--- src/rtl/extint_pkg.sv ---
package extint_pkg;

    typedef enum logic [2:0] {
        TRG_OFF  = 3'd0,
        TRG_RISE = 3'd1,
        TRG_FALL = 3'd2,
        TRG_BOTH = 3'd3,
        TRG_HIGH = 3'd4,
        TRG_LOW  = 3'd5
    } trg_e;

    // Maps a raw code to the effective trigger, given what the pin supports.
    function automatic trg_e trg_decode(input logic [2:0] code,
                                        input bit allow_lvl,
                                        input bit allow_both);
        trg_e r;
        case (code)
            3'd1:    r = TRG_RISE;
            3'd2:    r = TRG_FALL;
            3'd3:    r = allow_both ? TRG_BOTH : TRG_OFF;
            3'd4:    r = allow_lvl ? TRG_HIGH : TRG_OFF;
            3'd5:    r = allow_lvl ? TRG_LOW : TRG_OFF;
            default: r = TRG_OFF;
        endcase
        return r;
    endfunction

endpackage

--- src/rtl/extint_sync.sv ---
module extint_sync #(
    parameter int W      = 4,
    parameter int STAGES = 2
) (
    input  logic         clk,
    input  logic         rst_n,
    input  logic [W-1:0] d_in,
    output logic [W-1:0] q_out
);
    typedef struct packed {
        logic [STAGES-1:0][W-1:0] stg;
    } sync_t;

    sync_t st_d, st_q;

    always_comb begin
        st_d = st_q;
        st_d.stg[0] = d_in;
        for (int s = 1; s < STAGES; s++) begin
            st_d.stg[s] = st_q.stg[s-1];
        end
    end

    always_ff @(posedge clk or negedge rst_n) begin
        if (!rst_n) st_q <= '0;
        else        st_q <= st_d;
    end

    assign q_out = st_q.stg[STAGES-1];
endmodule

--- src/rtl/extint_nfilter.sv ---
module extint_nfilter #(
    parameter int PER_MID  = 32,
    parameter int PER_LONG = 128
) (
    input  logic       clk,
    input  logic       rst_n,
    input  logic       tick,
    input  logic       din,
    input  logic [1:0] sel,
    output logic       flt
);
    localparam int CW = (PER_LONG > 1) ? $clog2(PER_LONG) : 1;
    localparam logic [CW-1:0] LIM_MID  = CW'(PER_MID - 1);
    localparam logic [CW-1:0] LIM_LONG = CW'(PER_LONG - 1);

    typedef struct packed {
        logic [CW-1:0] cnt;
        logic          prev;
        logic          lvl;
    } flt_t;

    flt_t st_d, st_q;
    logic [CW-1:0] lim;
    logic          strobe;

    always_comb begin
        case (sel)
            2'd0:    lim = '0;
            2'd1:    lim = LIM_MID;
            default: lim = LIM_LONG;
        endcase
        strobe = tick && (st_q.cnt >= lim);
        st_d   = st_q;
        if (tick) st_d.cnt = strobe ? '0 : st_q.cnt + 1'b1;
        if (strobe) begin
            st_d.prev = din;
            if (din == st_q.prev) st_d.lvl = din;
        end
    end

    always_ff @(posedge clk or negedge rst_n) begin
        if (!rst_n) st_q <= '0;
        else        st_q <= st_d;
    end

    assign flt = st_q.lvl;

    AST_FLT_HOLD: assert property (@(posedge clk) disable iff (!rst_n)
        !strobe |=> $stable(flt));
    AST_FLT_TWO_AGREE: assert property (@(posedge clk) disable iff (!rst_n)
        (strobe && (din != st_q.prev)) |=> $stable(flt));
endmodule

--- src/rtl/extint_trig.sv ---
module extint_trig
    import extint_pkg::*;
#(
    parameter bit ALLOW_LVL  = 1'b1,
    parameter bit ALLOW_BOTH = 1'b0
) (
    input  logic       clk,
    input  logic       rst_n,
    input  logic       upd,
    input  logic       din,
    input  logic [2:0] code,
    output logic       req,
    output logic       lvl
);
    typedef struct packed {
        logic smp;
        logic req;
    } trg_st_t;

    trg_st_t st_d, st_q;
    trg_e    eff;
    logic    rise, fall;

    always_comb begin
        eff  = trg_decode(code, ALLOW_LVL, ALLOW_BOTH);
        st_d = st_q;
        if (upd) st_d.smp = din;
        rise = upd &&  din && !st_q.smp;
        fall = upd && !din &&  st_q.smp;
        case (eff)
            TRG_RISE: st_d.req = rise;
            TRG_FALL: st_d.req = fall;
            TRG_BOTH: st_d.req = rise || fall;
            TRG_HIGH: st_d.req = st_d.smp;
            TRG_LOW:  st_d.req = !st_d.smp;
            default:  st_d.req = 1'b0;
        endcase
    end

    always_ff @(posedge clk or negedge rst_n) begin
        if (!rst_n) st_q <= '0;
        else        st_q <= st_d;
    end

    assign req = st_q.req;
    assign lvl = st_q.smp;

    AST_OFF_QUIET: assert property (@(posedge clk) disable iff (!rst_n)
        (eff == TRG_OFF) |=> !req);
    AST_EDGE_ON_TICK: assert property (@(posedge clk) disable iff (!rst_n)
        (!upd && (eff == TRG_RISE || eff == TRG_FALL || eff == TRG_BOTH)) |=> !req);
    AST_LVL_TRACK: assert property (@(posedge clk) disable iff (!rst_n)
        (eff == TRG_HIGH) |=> (req == lvl));
    AST_SAMPLE_HOLD: assert property (@(posedge clk) disable iff (!rst_n)
        !upd |=> $stable(lvl));
endmodule

--- src/rtl/extint_cond.sv ---
module extint_cond #(
    parameter int SYNC_STAGES = 2,
    parameter int PER_MID     = 32,
    parameter int PER_LONG    = 128
) (
    input  logic        clk,
    input  logic        rst_n,
    input  logic        cyc_tick,
    input  logic [3:0]  pin_raw,
    input  logic [11:0] trig_mode,
    input  logic [1:0]  flt_sel,
    output logic [3:0]  irq_req,
    output logic [1:0]  tmr_evt
);
    localparam int NPIN = 4;

    logic [NPIN-1:0] pin_s;
    logic            pin3_f;
    logic [NPIN-1:0] trig_in;
    logic [NPIN-1:0] lvl;

    extint_sync #(.W(NPIN), .STAGES(SYNC_STAGES)) u_sync (
        .clk(clk), .rst_n(rst_n), .d_in(pin_raw), .q_out(pin_s)
    );

    extint_nfilter #(.PER_MID(PER_MID), .PER_LONG(PER_LONG)) u_flt (
        .clk(clk), .rst_n(rst_n), .tick(cyc_tick), .din(pin_s[3]),
        .sel(flt_sel), .flt(pin3_f)
    );

    assign trig_in = {pin3_f, pin_s[2:0]};

    for (genvar i = 0; i < NPIN; i++) begin : g_pin
        extint_trig #(.ALLOW_LVL(i < 2), .ALLOW_BOTH(i >= 2)) u_trig (
            .clk(clk), .rst_n(rst_n), .upd(cyc_tick), .din(trig_in[i]),
            .code(trig_mode[3*i +: 3]), .req(irq_req[i]), .lvl(lvl[i])
        );
    end

    assign tmr_evt = {pin3_f, lvl[2]};

    AST_EVT_STEADY: assert property (@(posedge clk) disable iff (!rst_n)
        !cyc_tick |=> $stable(tmr_evt));
endmodule

--- config.mk ---
export PLATFORM = sky130hd
export DESIGN_NAME = extint_cond
export DESIGN_NICKNAME = d
export VERILOG_FILES = /design/src/rtl/extint_pkg.sv /design/src/rtl/extint_sync.sv /design/src/rtl/extint_nfilter.sv /design/src/rtl/extint_trig.sv /design/src/rtl/extint_cond.sv
export SDC_FILE = /design/constraint.sdc
export NUM_CORES = 1
export LEC_CHECK = 0
export ABC_AREA = 1
export BUFFER_PORTS_ARGS = -buffer_cell sky130_fd_sc_hd__clkbuf_2
export CAP_MARGIN = 15
export CORE_AREA = 2 2 64 66
export CTS_BUF_LIST = sky130_fd_sc_hd__clkbuf_2
export DETAILED_ROUTE_END_ITERATION = 7
export DIE_AREA = 0 0 66 68
export GPL_TIMING_DRIVEN = 0
export PLACE_DENSITY = 0.51
export SETUP_SLACK_MARGIN = 0.1
export SYNTH_ARGS = -nofsm -noshare
export SYNTH_HDL_FRONTEND = slang
export SYNTH_SLANG_ARGS = --single-unit
--- constraint.sdc ---
create_clock -name clk -period 4.6 [get_ports clk]
set_clock_uncertainty 0.05 [all_clocks]
set_input_delay 1.15 -clock clk [delete_from_list [all_inputs] [get_ports clk]]
set_output_delay 1.15 -clock clk [all_outputs]
set_load 0.02 [all_outputs]
Word level (Yosys, flattened, before mapping)
Cells that the tools add are included.
{ "word_totals": {"register_bits": 25, "in_bits": 21} }
{ "classes": {"n_lt_le_gt_ge": 1, "eq_ne": 36, "n_addsub": 1, "n_reduce_logical": 35, "mux": 14} }
{ "op_table": {"columns": ["op", "n"], "rows": [
  ["equality test 3 x 2 -> 1 bit, second input constant", 10],
  ["equality test 3 bit, second input constant", 8],
  ["one-hot mux 3 bit (4 select lines)", 2],
  ["one-hot mux 1 bit (5 select lines)", 4],
  ["equality test 3 x 1 -> 1 bit, second input constant", 6],
  ["logical AND 1 bit", 17],
  ["one-hot mux 7 bit (2 select lines)", 1],
  ["equality test 2 x 3 -> 1 bit, second input constant", 4],
  ["logical NOT 1 bit", 12],
  ["one-hot mux 2 bit (3 select lines)", 2],
  ["equality test 2 bit, second input constant", 4],
  ["adder 7 x 1 -> 7 bit, second input constant", 1],
  ["greater-or-equal comparator 7 bit", 1],
  ["two-way mux 7 bit", 1],
  ["equality test 2 x 1 -> 1 bit, second input constant", 3],
  ["logical OR 1 bit", 4],
  ["two-way mux 1 bit", 4],
  ["logical NOT 2 bit", 1],
  ["AND reduction 2 bit", 1],
  ["equality test 1 bit", 1]
]} }

Longest topological paths before layout
Gate-level depths: netlist (run 1).
{ "logic_depth": {"ltp_word": 5, "mapped_depth": 11, "depth_no_buf": 11} }

By module
Synthesis (run 1) repeated with hierarchy kept, for this count alone.
{ "unflattened": {"hier_cells": 159, "area_unflattened_um2": 1288.7} }
{ "by_module_without_submodules": {"columns": ["mod", "cells_per_inst", "area_each_um2", "seq_area_each_um2", "n_inst"], "rows": [
  ["extint_nfilter", 69, 568.0, 225.2, 1],
  ["extint_trig at g_pin[0].u_trig ...", 28, 156.4, 50.0, 2],
  ["extint_sync", 8, 200.2, 200.2, 1],
  ["extint_trig at g_pin[2].u_trig ...", 12, 96.3, 50.0, 2],
  ["extint_cond", 2, 15.0, 0.0, 1]
]} }

Least setup slack after synthesis (run 1)
No wires, ideal clock.
{ "synth_path": {"path_kind": "input to register", "from": "in flt_sel[1]", "to": "reg u_flt.st_q[6] (netlist name)", "path_slack_ns": 2.172, "path_stages": 10, "arrival_ns": 2.258, "cell_sequence": "nor2_1 -> inv_1 -> ha_1 -> nand2_1 -> nor2_1 -> nand3_1 -> nand3_1 -> nand2_1 -> inv_1 -> nor2_1"} }
{ "synth_between": {"elab_chain_cells": 5} }
{ "synth_lines": {"columns": ["element", "line", "source"], "rows": [
  ["start: declaration", "extint_cond.sv:11", "input logic [1:0] flt_sel,"],
  ["equality test 2 x 1 -> 1 bit or logical NOT 2 bit (tied branches)", "extint_nfilter.sv:27", "case (sel)"],
  ["one-hot mux 7 bit (2 select lines) *", "extint_nfilter.sv:27", null],
  ["greater-or-equal comparator 7 bit *", "extint_nfilter.sv:32", "strobe = tick && (st_q.cnt >= lim);"],
  ["logical AND 1 bit *", "extint_nfilter.sv:32", null],
  ["two-way mux 7 bit *", "extint_nfilter.sv:34", "if (tick) st_d.cnt = strobe ? '0 : st_q.cnt + 1'b1;"],
  ["end signal: assignment", "extint_nfilter.sv:43", "else st_q <= st_d;"],
  ["end: declaration", "extint_nfilter.sv:22", "flt_t st_d, st_q;"]
]} }
Mark *: on every way between the ends. The rest lies on a longest branch, timed or not.
A chain may end at the register's enable or synchronous reset.

Worst setup path after layout (run 1)
Same ends and word-level chain as after synthesis.

==> metrics, run 1 <==
Worst Setup Path Type in2reg; CTS Buffer Depth 2; leakage power 0.804 nW; Worst R2R Path Depth 8; TritonCTS Buffers 3; cts repair resizes 0; largest family of logic cells by synthesized area simple AND/OR/NAND/NOR gates; nature of the critical path endpoint flop; post-CTS setup buffer count 0; via count 965; clk sinks 25; Final Util 38.3%; Max VDD drop 145 µV; r2r endpoint u_flt.st_q[6]$_DFFE_PN0P_; grt ovf 0; antenna cells 0; Setup-failing EPs final 0; Die Wd 66 µm; root buffer cell clkbuf_2; # fillers 408; starting density of the core 32.9%; Tot GR Track Use 11.7%; Tcrit/Tclk final 52.0%; Hold Path Depth 0; post-synthesis mux area share 0%; Area after DPL 1460 µm²; I/O pins 27; Post-Synth XOR/XNOR Area 3.45%; area leader, netlist dfrtp_1; worst relative slew slack 59.7%; nets@finish 200; Simple-Gate Fraction of Synth Area 21.6%; pin count of the biggest net entering global routing 26; Die Ht 68 µm; Final TNS setup 0 ps; layout cell share with drive strength beyond 1 25.3%; Synth Area in Adders 7.89%; number of routed nets with antenna violations 0; max frequency 418 MHz; initial antenna violation count 0; initial DRC count 20; HPWL after DPL 1.79 mm; register area share after synthesis 49.3%; row cnt 23; number of synthesized register bits 25; Post-synth top flop dfrtp_1; Remaining DRCs 0; Port Buffers 25; hold endpoint u_sync.q_out[3]$_DFF_PN0_; CP Max Fanout 5; placed cells 216; Tmin final 2390 ps; Post-Synthesis Cell Area 1270 µm²; Worst Setup Start Kind input pin; Post-Syn Instances 141; WP data arrival 2620 ps; crit path launch flt_sel[1]; Post-Syn Area per Cell 9.00 µm²; synthesis-to-finish area growth 16.4%; reg-to-reg setup timing slack 2940 ps; power density over the cells 378 nW/µm²; Hold Path Origin u_sync.st_d[7]$_DFF_PN0_; hold_ws 327 ps; die area 4490 µm²; top cell type's share of synthesized area 49.3%; Slew Viols, Final 0; Post-Layout Inst Area 1480 µm²; H-tree levels 1; Compound-Gate Fraction of Synth Area 6.31%; pin slew with the least headroom to its limit 604 ps; Netlist cell types 23; Synth area leaders dfrtp_1 (49%), nand2_1 (8.6%), ha_1 (7.9%); fin cells 220; Yosys warning count 0; Post-synth EDFFs 0; Routed WL 2.20 mm; number of global-route vias before repair 971; unrepaired setup endpoints after global routing no; first-pass GRT wire length 4.02 mm; syn_nets 170; Placer Congestion 0.766; DRT Pass-1 Iters 4; min-delay worst type reg2reg; vias per cell 4.39; CTS tree done; status finished clean; Reg clk slew, reported paths 190 ps; Clock Latency Late Sink 340 ps; Max-Cap Viols 0; reg2reg start u_flt.st_q[6]$_DFFE_PN0P_; core area 3860 µm²; Worst EP required 4830 ps; ys async rst share 100%; hold_buf cts 0; drt wl/cell 9.98 µm; final hold violations 0
logic make-up after synthesis:
family          Yosys count
flops                    25
xor+xnor                  5
compound gates           15
simple gates             59
buf+inv                  29
fa+ha+maj                 8
per-layer routing:
layer  GRT usage (%)  vias to the layer above  share of wire (%)
li1                -                      502                  -
met3            1.97                        5                2.8
met2            21.2                       17                 50
met1            13.4                      441                 45
met5               0                        -                  0
met4            6.12                        0                2.4
cells in the final DEF (no fill, tap or decap):
cell	n
nand4_1	5
nor3_1	2
buf_4	6
dfrtp_1	25
buf_2	1
a31oi_1	1
nand3_1	8
a21oi_2	1
nand3b_1	1
nor2_1	10
nand2_1	29
nand3_2	1
a21oi_1	5
nor2_2	2
buf_6	1
ha_1	8
inv_6	1
xnor2_1	1
inv_1	20
xor2_1	4
o21ai_0	6
clkbuf_2	29
o21ai_1	2
nor3_4	1
through the flow:
| step | total power [mW] | setup slack [ps] |
|---|---|---|
| floorplan | 0.432 | 2170 |
| global placement | 0.474 | 1850 |
| detailed placement | 0.483 | 1810 |
| CTS | 0.569 | 2170 |
| global route | 0.612 | 2030 |
| finish | 0.557 | 2210 |
how the worst max path moves through the flow:
stage	end	slack (ps)	cells past startpoint
3_5_place_dp	u_flt.st_q[6]$_DFFE_PN0P_	1810	10
5_1_grt	u_flt.st_q[6]$_DFFE_PN0P_	2030	11
3_3_place_gp	u_flt.st_q[7]$_DFFE_PN0P_	1850	10
6_report	u_flt.st_q[6]$_DFFE_PN0P_	2210	10
4_1_cts	u_flt.st_q[6]$_DFFE_PN0P_	2170	10
2_1_floorplan	u_flt.st_q[6]$_DFFE_PN0P_	2170	10
worst max-delay path, cell delays in order:
cell and delay (ps):
clkbuf_2 90, nor2_1 300, ha_1 340, nand2_1 70
nand2_1 40, a21oi_1 120, nand3_1 170, nand2_1 160
inv_1 100, nor2_1 100
flip-flops by register name (all words and copies together), names as in the netlist:
register          flops
g_pin.u_trig.lvl      4
u_flt.flt             1
g_pin.u_trig.req      4
u_sync.q_out          4
u_sync.st_d           4
u_flt.st_q            8
Yosys cell counts (2+ instances only):
cell type  number
xor2_1          4
nand2_1        29
ha_1            8
inv_1          20
o21ai_0         6
nor2_2          2
dfrtp_1        25
a21oi_1         5
nor2_1         10
buf_4           6
nand3_1         8
nand4_1         5
o21ai_1         2
nor3_1          2
area by class of cell:
class	instances	area, µm²	share of cell area [%]
flip-flops and latches	25	626	42.4
multi-input cells	87	498	33.7
repair buffers	25	125	8.47
inverters	21	83.8	5.68
well taps	50	62.6	4.24
plain buffers	8	61.3	4.15
clock buffers	4	20.0	1.36
power breakdown:
part / switching, mW / internal [mW] / leakage [nW]
Sequential: 0.0365 / 0.261 / 0.311
Combinational: 0.102 / 0.0748 / 0.476
Clock: 0.0601 / 0.0230 / 0.0166
Total: 0.198 / 0.359 / 0.804
Note: power is estimated with default switching activity, not from simulation.
==> inputs of run 2 (changes only) <==
- PLACE_DENSITY: 0.51 -> 0.52
- clock period: 4.6 -> 2.2 ns (I/O delays scaled with it)
==> run 2 against run 1 <==
Via count grew 0.62%. Global-route usage shrank 0.69 points. First-iteration DRC count shrank 20%. Clock-buffer cell count shrank 1. Flip-flop and latch count is the same. Cell count is the same. Hold slack lost 220 ps. Core utilization is the same. Non-clock buffer count is the same. Total power grew 110%. Sequential power grew 110%. Sequential share of layout area is the same. Critical path type unchanged. Largest cell class unchanged. Highest routed layer unchanged.
==> metrics, run 2 (same netlist as run 1, synthesis figures left out) <==
Net Sw Frac 36.4% (+0.83 points); unrepaired setup endpoints after global routing no; status finished clean; max reg flops 8 (unchanged); Slew Viols, Final 0 (unchanged); reg2reg start u_flt.st_q[6]$_DFFE_PN0P_; CTS tree done; Routed WL 2.16 mm (-1.9%); DP Worst Slack -26.8 ps (-1840 ps); Die Wd 66 µm (unchanged); first-pass GRT wire length 3.79 mm (-5.7%); most common cell after layout, fill and taps aside nand2_1; I/O pins 27 (unchanged); via count 971 (+0.62%); Post-Layout Inst Area 1480 µm² (unchanged); pin count of the biggest net entering global routing 26 (unchanged); die area 4490 µm² (unchanged); Max-Cap Viols 0 (unchanged); H-tree levels 1 (unchanged); Sequential Power Share 53.1% (-0.3 points); number of global-route vias before repair 932 (-4.0%); cts repair resizes 0 (unchanged); HPWL after DPL 1.75 mm (-1.8%); antenna cells 0 (unchanged); nature of the critical path endpoint flop; # fillers 410 (+0.49%); row cnt 23 (unchanged); Tmin final 1810 ps; Biggest register u_flt.st_q; internal power 745 µW (+110%); Crit-path slowest cell ha_1; number of routed nets with antenna violations 0 (unchanged); Tcrit/Tclk final 82.5%; Worst Setup Path Type in2reg; min-delay worst type in2async; worst relative slew slack 59.0% (-0.77 points); Port Buffers 25 (unchanged); Tot GR Track Use 11.1% (-0.69 points); core area 3860 µm² (unchanged); DRT Pass-1 Iters 3 (-1); hold_ws 109 ps (-218 ps); initial antenna violation count 0 (unchanged); layout cell share with drive strength beyond 1 25.3% (unchanged); Area after DPL 1460 µm² (unchanged); leakage power 0.804 nW (about the same); grt ovf 0 (unchanged); Remaining DRCs 0 (unchanged); Logic pwr share 32.0% (+0.3 points); pin slew with the least headroom to its limit 616 ps (+11.6 ps); Max VDD drop 277 µV (+91%); vias per cell 4.41 (+0.62%); Die Ht 68 µm (unchanged); clk sinks 25 (unchanged); clock power share 14.9% (about the same); CTS Buffer Depth 2 (unchanged); Sw Pwr 427 µW (+120%); Setup-failing EPs final 0 (unchanged); hold_buf cts 0 (unchanged); CP max stage delay 330 ps (about the same); WP data arrival 2060 ps (-560 ps); root buffer cell clkbuf_2; crit path launch flt_sel[1]; commonest cells after routing, fill and taps aside nand2_1 (29), clkbuf_2 (28), dfrtp_1 (25); TritonCTS Buffers 3 (unchanged); final hold violations 0 (unchanged); starting density of the core 32.9% (unchanged); post-CTS setup buffer count 0 (unchanged); Placer Congestion 0.752 (-1.8%); initial DRC count 16 (-20%); Worst EP required 2440 ps (-2390 ps); power density over the cells 794 nW/µm² (+110%); setup ws final 386 ps (-1820 ps); nets@finish 200 (unchanged); Final Util 38.3% (unchanged); synthesis-to-finish area growth 16.4% (unchanged); Reg clk slew, reported paths 230 ps (+40 ps); most frequent CP cell nand2_1; Cell Chain, Critical Path clkbuf_2, nor2_1, ha_1, nand2_1, nand2_1, a21oi_1, nand3_1, nand2_1, inv_1, nor2_2; max frequency 551 MHz; Clock Latency Late Sink 350 ps (about the same); CP Max Fanout 5 (unchanged); Power, Total 1.17 mW (+110%); Worst Setup Start Kind input pin; drt wl/cell 9.80 µm (-1.9%)
[run 2: worst max-delay path, delay by kind of cell]
kind	cells	cell delay, ps
AO/OA/AOI/OAI	1	130
AND/OR/NAND/NOR	6	850
adder cells (fa/ha/maj)	1	330
buffers and inverters	2	190
[run 2: final cells by class]
class / instances / area [µm²] / share of cell area [%]
Tap cell: 50 / 62.6 / 4.24
Clock buffer: 3 / 15.0 / 1.02
Clock inverter: 1 / 5.00 / 0.339
Buffer: 8 / 61.3 / 4.15
Sequential cell: 25 / 626 / 42.4
Multi-Input combinational cell: 87 / 498 / 33.7
Inverter: 21 / 83.8 / 5.68
Timing Repair Buffer: 25 / 125 / 8.47
[run 2: stage by stage]
stage,TNS (ps),std cells
final,0,220
after global routing,0,220
after CTS,0,220
after floorplan,0,141
after detailed placement,-83.9,216
after global placement,0,216
[run 2: final timing paths]
| check | endpoint | slack [ps] | cells past startpoint |
|---|---|---|---|
| worst max-delay path | u_flt.st_q[7]$_DFFE_PN0P_ | 390 | 10 |
| worst min-delay path | u_sync.st_d[4]$_DFF_PN0_ | 110 | 1 |
| worst max register to register | u_flt.st_q[7]$_DFFE_PN0P_ | 500 | 8 |
| worst min register to register | u_sync.q_out[3]$_DFF_PN0_ | 330 | 0 |
| max in group asynchronous | u_flt.st_q[1]$_DFFE_PN0P_ | 1570 | 1 |
| min in group clk | u_sync.st_d[5]$_DFF_PN0_ | 220 | 1 |
[run 2: power groups by stage]
stage | clock (mW) | sequential, mW | combinational [mW]
after floorplan | 0 | 0.612 | 0.291
after global placement | 0 | 0.629 | 0.362
after detailed placement | 0 | 0.633 | 0.383
after CTS | 0.185 | 0.624 | 0.385
after global routing | 0.195 | 0.636 | 0.439
final | 0.174 | 0.622 | 0.375
[run 2: layer usage]
metal | GRT usage, % | wire length [µm]
met3 | 2.14 | 65
met1 | 12.7 | 971
met5 | 0 | 0
met2 | 19.8 | 1070
met4 | 5.36 | 46
==> inputs of run 3 (changes only) <==
- clock period: 2.2 -> 1.6 ns (I/O delays scaled with it)
==> run 3 against run 2 <==
Cell count up 3.6%. Core utilization up 5.8 points. Die area unchanged. Clock-buffer cell count unchanged. Flip-flop and latch count unchanged. Total power up 61%. Hold slack worse by 34 ps. First-iteration DRC count up 56%. Global-route usage up 1.4 points.
==> metrics, run 3 (same netlist as run 1, synthesis figures left out) <==
nature of the critical path endpoint flop; WP data arrival 1710 ps (-350 ps); Die Wd 66 µm (unchanged); Setup-failing EPs final 0 (unchanged); CTS tree done; final hold violations 0 (unchanged); pin slew with the least headroom to its limit 625 ps (+9.18 ps); Final TNS setup 0 ps (unchanged); Area after DPL 1470 µm² (+1.0%); Sw Pwr 684 µW (+60%); Post-Layout Inst Area 1700 µm² (+15%); Sequential Power Share 44.2% (-8.9 points); Reg clk slew, reported paths 240 ps (about the same); hold endpoint u_sync.st_d[6]$_DFF_PN0_; Max VDD drop 629 µV (+130%); vias per cell 4.51 (+2.3%); DRT Pass-1 Iters 6 (+3); via count 1029 (+6.0%); reg-to-reg setup timing slack 100 ps (-400 ps); first-pass GRT wire length 4.27 mm (+13%); status finished clean; commonest cells after routing, fill and taps aside nand2_1 (25), dfrtp_1 (25), clkbuf_2 (22); hold_ws 75.5 ps (-33.9 ps); Die Ht 68 µm (unchanged); Worst Setup Start Kind flop; Final Util 44.1% (+5.8 points); number of routed nets with antenna violations 0 (unchanged); Tot GR Track Use 12.4% (+1.4 points); Max-Cap Viols 0 (unchanged); Hold Path Depth 1; layout cell share with drive strength beyond 1 37.1% (+12 points); initial DRC count 25 (+9); max frequency 666 MHz; clk sinks 25 (unchanged); internal power 1.21 mW (+62%); placed cells 216 (unchanged); fin cells 228 (+3.6%); leakage power 0.873 nW (+8.7%); Tcrit/Tclk final 93.9%; Worst EP required 1810 ps (-630 ps); Worst R2R Path Depth 8 (unchanged); Biggest register u_flt.st_q; synthesis-to-finish area growth 34.0%; r2r endpoint u_flt.flt$_DFFE_PN0P_; Placer Congestion 0.770 (+2.3%); antenna cells 0 (unchanged); Tmin final 1500 ps; pin count of the biggest net entering global routing 26 (unchanged); nets@finish 208 (+4.0%); die area 4490 µm² (unchanged); Net Sw Frac 36.2% (-0.21 points); HPWL after DPL 1.89 mm (+7.5%); root buffer cell clkbuf_2; Routed WL 2.62 mm (+21%); starting density of the core 32.9% (unchanged); # fillers 381 (-7.1%); Worst Setup Path Type reg2reg; clock power share 12.8% (-2.1 points); number of global-route vias before repair 1028 (+10%); min-delay worst type in2reg; Remaining DRCs 0 (unchanged); grt ovf 0 (unchanged); unrepaired setup endpoints after global routing yes; drt wl/cell 11.5 µm (+17%); max reg flops 8 (unchanged); initial antenna violation count 0 (unchanged); CP Max Fanout 4 (-1); worst relative slew slack 58.3% (-0.61 points); H-tree levels 1 (unchanged); Slew Viols, Final 0 (unchanged); row cnt 23 (unchanged); Clock Latency Late Sink 340 ps (about the same); TritonCTS Buffers 3 (unchanged); CTS Buffer Depth 2 (unchanged); Port Buffers 25 (unchanged); power density over the cells 1110 nW/µm² (+40%); Logic pwr share 42.9% (+11 points); Hold Path Origin pin_raw[2]; I/O pins 27 (unchanged); reg2reg start u_flt.st_q[4]$_DFFE_PN0P_; core area 3860 µm² (unchanged)
## run 3: cell count changes in the layout (fill, tap and decap cells not counted), sizes merged
cell / before / now
dlygate4sd3: 0 / 1
buf: 8 / 19
clkbuf: 28 / 24
## run 3: area by class of cell
type / instances / area (µm²) / share of cell area [%]
Sequential cell: 25 / 626 / 36.8
Multi-Input combinational cell: 87 / 588 / 34.6
Timing Repair Buffer: 35 / 256 / 15.1
Inverter: 21 / 86.3 / 5.08
Tap cell: 50 / 62.6 / 3.68
Buffer: 6 / 61.3 / 3.61
Clock buffer: 3 / 15.0 / 0.883
Clock inverter: 1 / 5.00 / 0.294
## run 3: layer usage
metal	share of wire, %	vias to the layer above	track usage (%)
met4	1.3	0	4.59
met5	0	-	0
met1	43	484	13.5
met2	53	18	24.2
met3	2.8	4	1.97
li1	-	523	-
## run 3: worst max-delay path: stages, from the launching register on
cell and delay (ps):
dfrtp_1 480, ha_4 300, nand2_2 50, nor2_1 80
nand3_1 120, nand3_4 140, nand3_1 80, nand2_1 60
nand2_1 50
## run 3: power by group through the flow
stage	combinational, mW	clock, mW	sequential (mW)
after global placement	0.509	0	0.865
after global routing	0.904	0.292	0.852
final	0.811	0.242	0.836
after CTS	0.736	0.261	0.833
after detailed placement	0.533	0	0.870
after floorplan	0.408	0	0.842
## run 3: worst max-delay path by stage
stage	startpoint	end	cells after the start
2_1_floorplan	flt_sel[1]	u_flt.st_q[7]$_DFFE_PN0P_	9
3_3_place_gp	flt_sel[1]	u_flt.st_q[7]$_DFFE_PN0P_	10
3_5_place_dp	flt_sel[1]	u_flt.st_q[7]$_DFFE_PN0P_	10
4_1_cts	u_flt.flt$_DFFE_PN0P_	tmr_evt[1]	2
5_1_grt	u_flt.st_q[2]$_DFFE_PN0P_	u_flt.st_q[1]$_DFFE_PN0P_	9
6_report	u_flt.st_q[4]$_DFFE_PN0P_	u_flt.flt$_DFFE_PN0P_	8
## run 3: repair_timing
item,4_1_cts,5_1_grt
endpoints found under the hold margin,25,0
setup endpoints to repair,14,13
buffers inserted,7,2
hold buffers,1,0
gates resized for setup,17,18
pin swaps,10,3
## run 3: through the flow
stage	power, mW	setup WS (ps)
4_1_cts	1.83	94.6
2_1_floorplan	1.25	117
3_5_place_dp	1.40	-191
3_3_place_gp	1.37	-147
5_1_grt	2.05	4.64
6_report	1.89	97.8
